### src/rtl/qbx_pkg.sv
package qbx_pkg;

  // Strobes from the bus control to the datapath, valid for one clk cycle.
  typedef struct packed {
    logic shiftIn;   // capture rxBit into the shift register
    logic rxBit;     // synchronised SDA level
    logic loadPins;  // snapshot pinIn into the shift register
    logic shiftOut;  // advance the transmit bit
    logic commit;    // copy the shift register into the port latch
    logic sclFall;   // SCL falling edge seen this cycle
  } qbxStrobe_t;

  typedef enum logic [2:0] {
    ST_IDLE,
    ST_ADDR,
    ST_ADDR_ACK,
    ST_WR_DATA,
    ST_WR_ACK,
    ST_RD_DATA,
    ST_RD_ACK
  } qbxState_t;

endpackage

### src/rtl/qbx_ctrl.sv
module qbx_ctrl
  import qbx_pkg::*;
#(
  parameter int PORT_W = 8,
  parameter int STRAP_W = 3,
  parameter int FIXED_W = 4,
  parameter logic [FIXED_W-1:0] FIXED_ADDR = 4'b0100
) (
  input  logic clk,
  input  logic rst_n,
  input  logic scl,
  input  logic sda,
  input  logic [STRAP_W-1:0] strapAddr,
  input  logic [PORT_W-1:0] rxByte,
  input  logic txBit,
  output qbxStrobe_t strobe,
  output logic sdaOe
);

  localparam int CNT_W = $clog2(PORT_W);
  localparam logic [CNT_W-1:0] LAST_BIT = CNT_W'(PORT_W - 1);

  logic sclS, sdaS, sclD, sdaD;
  logic sclRise, sclFall, startCond, stopCond;
  qbxState_t state;
  logic [CNT_W-1:0] bitCnt;
  logic gotByte, isRead, ackDrive, masterAck;
  logic addrMatch;

  always_ff @(posedge clk or negedge rst_n) begin
    if (!rst_n) begin
      sclS <= 1'b1;
      sdaS <= 1'b1;
      sclD <= 1'b1;
      sdaD <= 1'b1;
    end else begin
      sclS <= scl;
      sdaS <= sda;
      sclD <= sclS;
      sdaD <= sdaS;
    end
  end

  assign sclRise   = sclS & ~sclD;
  assign sclFall   = ~sclS & sclD;
  assign startCond = sclS & sclD & sdaD & ~sdaS;
  assign stopCond  = sclS & sclD & ~sdaD & sdaS;
  assign addrMatch = (rxByte[PORT_W-1:1] == {FIXED_ADDR, strapAddr});

  always_comb begin
    strobe = '0;
    strobe.rxBit = sdaS;
    strobe.sclFall = sclFall;
    if (!startCond && !stopCond) begin
      case (state)
        ST_ADDR, ST_WR_DATA: strobe.shiftIn = sclRise;
        ST_ADDR_ACK: strobe.loadPins = sclFall & isRead;
        ST_WR_ACK: strobe.commit = sclFall;
        ST_RD_DATA: strobe.shiftOut = sclFall && (bitCnt != LAST_BIT);
        ST_RD_ACK: strobe.loadPins = sclFall & masterAck;
        default: ;
      endcase
    end
  end

  always_ff @(posedge clk or negedge rst_n) begin
    if (!rst_n) begin
      state <= ST_IDLE;
      bitCnt <= '0;
      gotByte <= 1'b0;
      isRead <= 1'b0;
      ackDrive <= 1'b0;
      masterAck <= 1'b0;
    end else if (startCond) begin
      state <= ST_ADDR;
      bitCnt <= '0;
      gotByte <= 1'b0;
      ackDrive <= 1'b0;
    end else if (stopCond) begin
      state <= ST_IDLE;
      ackDrive <= 1'b0;
    end else begin
      case (state)
        ST_ADDR, ST_WR_DATA: begin
          if (sclRise) begin
            bitCnt <= bitCnt + 1'b1;
            if (bitCnt == LAST_BIT) gotByte <= 1'b1;
          end else if (sclFall && gotByte) begin
            gotByte <= 1'b0;
            if (state == ST_WR_DATA) begin
              ackDrive <= 1'b1;
              state <= ST_WR_ACK;
            end else if (addrMatch) begin
              isRead <= rxByte[0];
              ackDrive <= 1'b1;
              state <= ST_ADDR_ACK;
            end else begin
              state <= ST_IDLE;
            end
          end
        end
        ST_ADDR_ACK: begin
          if (sclFall) begin
            ackDrive <= 1'b0;
            bitCnt <= '0;
            state <= isRead ? ST_RD_DATA : ST_WR_DATA;
          end
        end
        ST_WR_ACK: begin
          if (sclFall) begin
            ackDrive <= 1'b0;
            state <= ST_WR_DATA;
          end
        end
        ST_RD_DATA: begin
          if (sclFall) begin
            if (bitCnt == LAST_BIT) begin
              bitCnt <= '0;
              state <= ST_RD_ACK;
            end else begin
              bitCnt <= bitCnt + 1'b1;
            end
          end
        end
        ST_RD_ACK: begin
          if (sclRise) masterAck <= ~sdaS;
          else if (sclFall) state <= masterAck ? ST_RD_DATA : ST_IDLE;
        end
        default: state <= ST_IDLE;
      endcase
    end
  end

  assign sdaOe = ackDrive | ((state == ST_RD_DATA) & ~txBit);

  // SDA may only move while SCL is low, never inside a data-valid window.
  assert_sda_changes_low_R2: assert property (@(posedge clk) disable iff (!rst_n)
    !$stable(sdaOe) |-> !sclS);

  // A START always reopens the address phase, mid-byte or repeated.
  assert_start_restarts_R9: assert property (@(posedge clk) disable iff (!rst_n)
    startCond |=> (state == ST_ADDR));

  // A STOP ends the transfer and frees the line.
  assert_stop_idles_R8: assert property (@(posedge clk) disable iff (!rst_n)
    stopCond |=> (state == ST_IDLE) && !ackDrive);

  // After a master not-acknowledge nothing is driven.
  assert_nack_silent_R7: assert property (@(posedge clk) disable iff (!rst_n)
    (state == ST_RD_ACK) && sclFall && !masterAck && !startCond && !stopCond
      |=> !sdaOe);

endmodule

### src/rtl/qbx_datapath.sv
module qbx_datapath
  import qbx_pkg::*;
#(
  parameter int PORT_W = 8
) (
  input  logic clk,
  input  logic rst_n,
  input  qbxStrobe_t strobe,
  input  logic [PORT_W-1:0] pinIn,
  output logic [PORT_W-1:0] rxByte,
  output logic txBit,
  output logic [PORT_W-1:0] pinPullDown,
  output logic [PORT_W-1:0] pinWeakUp,
  output logic [PORT_W-1:0] pinStrongUp
);

  logic [PORT_W-1:0] shiftReg;
  logic [PORT_W-1:0] portLatch;

  always_ff @(posedge clk or negedge rst_n) begin
    if (!rst_n) begin
      shiftReg <= '0;
    end else if (strobe.loadPins) begin
      shiftReg <= pinIn;
    end else if (strobe.shiftIn) begin
      shiftReg <= {shiftReg[PORT_W-2:0], strobe.rxBit};
    end else if (strobe.shiftOut) begin
      shiftReg <= {shiftReg[PORT_W-2:0], 1'b1};
    end
  end

  assign rxByte = shiftReg;
  assign txBit = shiftReg[PORT_W-1];

  for (genvar p = 0; p < PORT_W; p++) begin : gPin
    always_ff @(posedge clk or negedge rst_n) begin
      if (!rst_n) begin
        portLatch[p] <= 1'b1;
        pinStrongUp[p] <= 1'b0;
      end else if (strobe.commit) begin
        portLatch[p] <= shiftReg[p];
        pinStrongUp[p] <= shiftReg[p] & ~portLatch[p];
      end else if (strobe.sclFall) begin
        pinStrongUp[p] <= 1'b0;
      end
    end
    assign pinPullDown[p] = ~portLatch[p];
    assign pinWeakUp[p] = portLatch[p];
  end

  // The latch moves only on a commit strobe from the control.
  assert_latch_on_commit_R3: assert property (@(posedge clk) disable iff (!rst_n)
    (portLatch != $past(portLatch)) |-> $past(strobe.commit));

  // Each newly raised strong pull-up belongs to a bit that was low before.
  assert_strong_on_rise_R5: assert property (@(posedge clk) disable iff (!rst_n)
    ((pinStrongUp & ~$past(pinStrongUp)) != '0)
      |-> (((pinStrongUp & ~$past(pinStrongUp)) & $past(portLatch)) == '0));

  // The strong pull-up window closes at the next SCL fall.
  assert_strong_clears_R5: assert property (@(posedge clk) disable iff (!rst_n)
    strobe.sclFall && !strobe.commit |=> (pinStrongUp == '0));

  // Pin snapshots and latch commits never share a cycle.
  assert_load_commit_excl_R6: assert property (@(posedge clk) disable iff (!rst_n)
    !(strobe.loadPins && strobe.commit));

endmodule

### src/rtl/qbx_port_expander.sv
module qbx_port_expander
  import qbx_pkg::*;
#(
  parameter int PORT_W = 8,
  parameter int STRAP_W = 3,
  parameter int FIXED_W = 4,
  parameter logic [FIXED_W-1:0] FIXED_ADDR = 4'b0100
) (
  input  logic clk,
  input  logic rst_n,
  input  logic scl,
  input  logic sda,
  output logic sdaOe,
  input  logic [STRAP_W-1:0] strapAddr,
  input  logic [PORT_W-1:0] pinIn,
  output logic [PORT_W-1:0] pinPullDown,
  output logic [PORT_W-1:0] pinWeakUp,
  output logic [PORT_W-1:0] pinStrongUp
);

  qbxStrobe_t strobe;
  logic [PORT_W-1:0] rxByte;
  logic txBit;

  qbx_ctrl #(
    .PORT_W(PORT_W), .STRAP_W(STRAP_W), .FIXED_W(FIXED_W), .FIXED_ADDR(FIXED_ADDR)
  ) ctrl_i (
    .clk(clk), .rst_n(rst_n), .scl(scl), .sda(sda), .strapAddr(strapAddr),
    .rxByte(rxByte), .txBit(txBit), .strobe(strobe), .sdaOe(sdaOe)
  );

  qbx_datapath #(.PORT_W(PORT_W)) dp_i (
    .clk(clk), .rst_n(rst_n), .strobe(strobe), .pinIn(pinIn),
    .rxByte(rxByte), .txBit(txBit), .pinPullDown(pinPullDown),
    .pinWeakUp(pinWeakUp), .pinStrongUp(pinStrongUp)
  );

endmodule

### config.mk
export PLATFORM = sky130hd
export DESIGN_NAME = qbx_port_expander
export DESIGN_NICKNAME = d
export VERILOG_FILES = /design/src/rtl/qbx_pkg.sv /design/src/rtl/qbx_ctrl.sv /design/src/rtl/qbx_datapath.sv /design/src/rtl/qbx_port_expander.sv
export SDC_FILE = /design/constraint.sdc
export NUM_CORES = 1
export LEC_CHECK = 0
export BUFFER_PORTS_ARGS = -buffer_cell sky130_fd_sc_hd__buf_4
export CAP_MARGIN = 40
export CORE_MARGIN = 3
export CORE_UTILIZATION = 51
export DETAILED_ROUTE_END_ITERATION = 10
export HOLD_SLACK_MARGIN = 0.08
export PLACE_DENSITY = 0.79
export SLEW_MARGIN = 5
export SYNTH_ARGS = -nofsm -noshare
export SYNTH_HDL_FRONTEND = slang
export SYNTH_SLANG_ARGS = --single-unit
### constraint.sdc
create_clock -name clk -period 3.6 [get_ports clk]
set_input_delay 0.72 -clock clk [delete_from_list [all_inputs] [get_ports clk]]
set_output_delay 0.72 -clock clk [all_outputs]
set_load 0.05 [all_outputs]
==> flow_metrics.py <==
metrics = {
    "timing": {
        "slew_violations": 0,
        "fin_setup_tns_ns": 0,
        "timing.slew.headroom_pct": 64.2,
        "rsz0062_at_grt": "false",
        "hold_viol": 0,
        "period_minus_slack_ns": 2.24,
        "setup_viol": 0,
        "worstMarginPinSlew_ns": 0.538,
        "max_freq_mhz": 446,
        "skew_ns": 0.00464,
        "min_period_over_period_pct": 62.3,
    },
    "setup_path": {
        "critPathTopFamily": "flip-flops",
        "worst-path-buf-inv": 1,
        "cp.arrival_ns": 1.52,
        "crit_type": "register to output port",
        "crit_chain": "nand3_1, o21bai_1, buf_4",
        "startpoint_type": "register",
        "end_kind": "output port",
        "worstPathRequired_ns": 2.88,
        "crit_slowest_cell": "dfrtp_1",
        "crit_fanout": 18,
        "critical-path-max-stage-delay_ns": 0.69,
    },
    "yosys": {
        "synth_cell_type_count": 41,
        "synthFlopType": "dfrtp_1",
        "synthTopCellsByCount": "26 x dfrtp_1, 21 x nand2_1, 19 x o21ai_0",
        "netlist_area_mm2": 0.00190,
        "yosysTopAreaCellShare_pct": 34.3,
        "ys_async_sr_fraction_pct": 100,
        "ys_ff_latch": 38,
        "yosysWarnings": 0,
        "syn_area_per_cell_um2": 9.98,
        "syn_inst": 190,
        "synth_top_area_cell": "dfrtp_1",
        "synth_edf_count": 0,
        "synth_nets": 207,
        "seq_area_frac_synth_pct": 50.9,
        "yosysMostFrequentCell": "dfrtp_1",
        "synthTopCellsByArea": "dfrtp_1 34%, dfstp_2 17%, o21ai_0 5.0%, mux2i_1 4.7%, a32o_1 4.2%",
    },
    "clock_network": {
        "cts_buffer_depth": 2,
        "cts_num_sinks": 38,
        "post_cts_buffers": 0,
        "numCtsBuffers": 5,
        "cts_tree": "done",
        "holdBufCountCts": 0,
        "clk_latency_ns": 0.29,
        "cts_resized": 0,
        "clkTransAtPathRegs_ns": 0.07,
        "cts_htree_levels": 2,
        "cts_root_buf": "clkbuf_8",
    },
    "grt": {
        "grt_usage_pct": 20.2,
        "grt-ovfl-total": 0,
        "first_global_vias": 1430,
        "grt_first_pass_wirelength_um": 6630,
        "antenna_found_initial": 0,
        "grt_max_degree": 39,
    },
    "floorplan": {
        "die_h_um": 67.0,
        "core.rowCount": 21,
        "start_util_pct": 54.7,
        "design.die.area_mm2": 0.00449,
        "fp.coreArea_mm2": 0.00347,
        "die_x_um": 67.0,
        "ios": 40,
    },
    "final_layout": {
        "postLayoutCellArea_mm2": 0.00236,
        "final_util_pct": 67.9,
        "multi_input_area_um2": 846,
        "final_nets": 245,
        "seqCellArea_um2": 966,
        "drive_gt1_share_pct": 29.3,
        "fin_cells": 275,
        "num_antenna_cells": 0,
        "fillers": 269,
        "syn2layout_area_growth_pct": 24.2,
    },
    "detailed_routing": {
        "routedWlPerCell_um": 14.7,
        "post-route-drc-count": 0,
        "drt_iter0_markers": 98,
        "wl_um": 4040,
        "drt_pass1_iterations": 4,
        "vias_per_cell": 5.48,
        "vias": 1507,
        "postRouteAntennaNets": 0,
    },
    "place": {
        "place_inst": 267,
        "finalWeightedCongestion": 0.838,
        "hpwl_um": 2970,
        "placed_area_mm2": 0.00222,
        "portBuffers": 39,
    },
    "pwr": {
        "powerDensity_mw_per_mm2": 767,
        "p_clk_share_pct": 23.9,
        "power.internal_w": 0.00108,
        "p_sw_w": 0.000724,
        "swShare_pct": 40.1,
        "ir_worst_vdd_mv": 0.440,
        "power_frac_comb_pct": 37.5,
        "seq_power_share_pct": 38.6,
        "leakage_nw": 1.00,
    },
    "run": {
        "maxCapViolCount": 0,
    },
    "run_status": {
        "outcome": "finished clean",
    },
    "worst_hold_path": {
        "hold_class": "input port to asynchronous set/reset pin",
    },
}
[cells in the final DEF, fill, tap and decap left out, drive strengths merged, types with 3 or more instances in the layout]
master  netlist  layout
and2          3       3
inv          12      12
nor2         10      10
nand2        21      21
xnor2         3       3
buf           4      40
mux2i         9       9
dfrtp        26      26
clkbuf        5       5
nand3b        3       3
o21ai        21      21
nor2b         4       4
dfstp        12      12
a21oi        13      13
a32o          8       8
nand3         5       5
[registers in the layout, summed over array words and instances, names as in the netlist, 3 cells and up]
name	cells
dp_i.pinStrongUp	8
dp_i.pinWeakUp	8
ctrl_i.bitCnt	3
ctrl_i.state	3
dp_i.rxByte	8
[path summary, 6_finish.rpt]
kind,startpoint,endpoint,slack [ns],cells after the start
min reg2reg,ctrl_i.sdaS,ctrl_i.sdaD,0.41,0
min in group clk,ctrl_i.sdaS,ctrl_i.sdaD,0.41,0
max,ctrl_i.state[2],sdaOe,1.36,3
min,rst_n,ctrl_i.state[0],0.38,1
max reg2reg,ctrl_i.state[2],dp_i.rxByte[1],1.52,5
max in group asynchronous,rst_n,dp_i.pinWeakUp[6],2.87,1
[area by class of cell]
type	instances	area share, %
Timing Repair Buffer	40	12.9
Sequential cell	38	41.0
Clock buffer	5	2.92
Inverter	12	1.91
Clock inverter	3	2.92
Tap cell	46	2.44
Multi-Input combinational cell	131	35.9
[routing by layer]
metal	vias to the layer above	share of wire [%]	track usage, %
met1	713	45	27.1
met4	0	1.1	6.08
met3	5	5.6	5.56
li1	749	-	-
met5	-	0	0
met2	40	48	31.7
[stage by stage]
| step | setup WS, ns | power [W] | hold WS [ns] |
|---|---|---|---|
| after floorplan | 1.28 | 0.00118 | 0.352 |
| after global placement | 1.45 | 0.00136 | 0.402 |
| after detailed placement | 1.53 | 0.00138 | 0.399 |
| after CTS | 1.36 | 0.00182 | 0.389 |
| after global routing | 1.27 | 0.00191 | 0.398 |
| final | 1.36 | 0.00181 | 0.383 |
[kinds of logic (layout without fill, tap and decap cells)]
| family | count (synthesis) | count (layout) | share of synthesized area [%] |
|---|---|---|---|
| muxes | 11 | 11 | 5.94 |
| DFF | 38 | 38 | 50.9 |
| adders and majority gates | 2 | 2 | 1.32 |
| buffers and inverters | 21 | 60 | 4.75 |
| AOI/OAI and AO/OA | 54 | 54 | 18.9 |
| and+or+nand+nor | 59 | 59 | 15.8 |
| xor gates and xnor gates | 5 | 5 | 2.31 |
[power groups by stage]
stage / Clock [W] / Sequential (W) / Combinational [W]
floorplan: 0 / 0.000780 / 0.000395
global placement: 0 / 0.000696 / 0.000667
detailed placement: 0 / 0.000704 / 0.000679
CTS: 0.000440 / 0.000698 / 0.000681
global route: 0.000461 / 0.000717 / 0.000736
finish: 0.000432 / 0.000697 / 0.000677
Note: power is estimated with default switching activity, not from simulation.
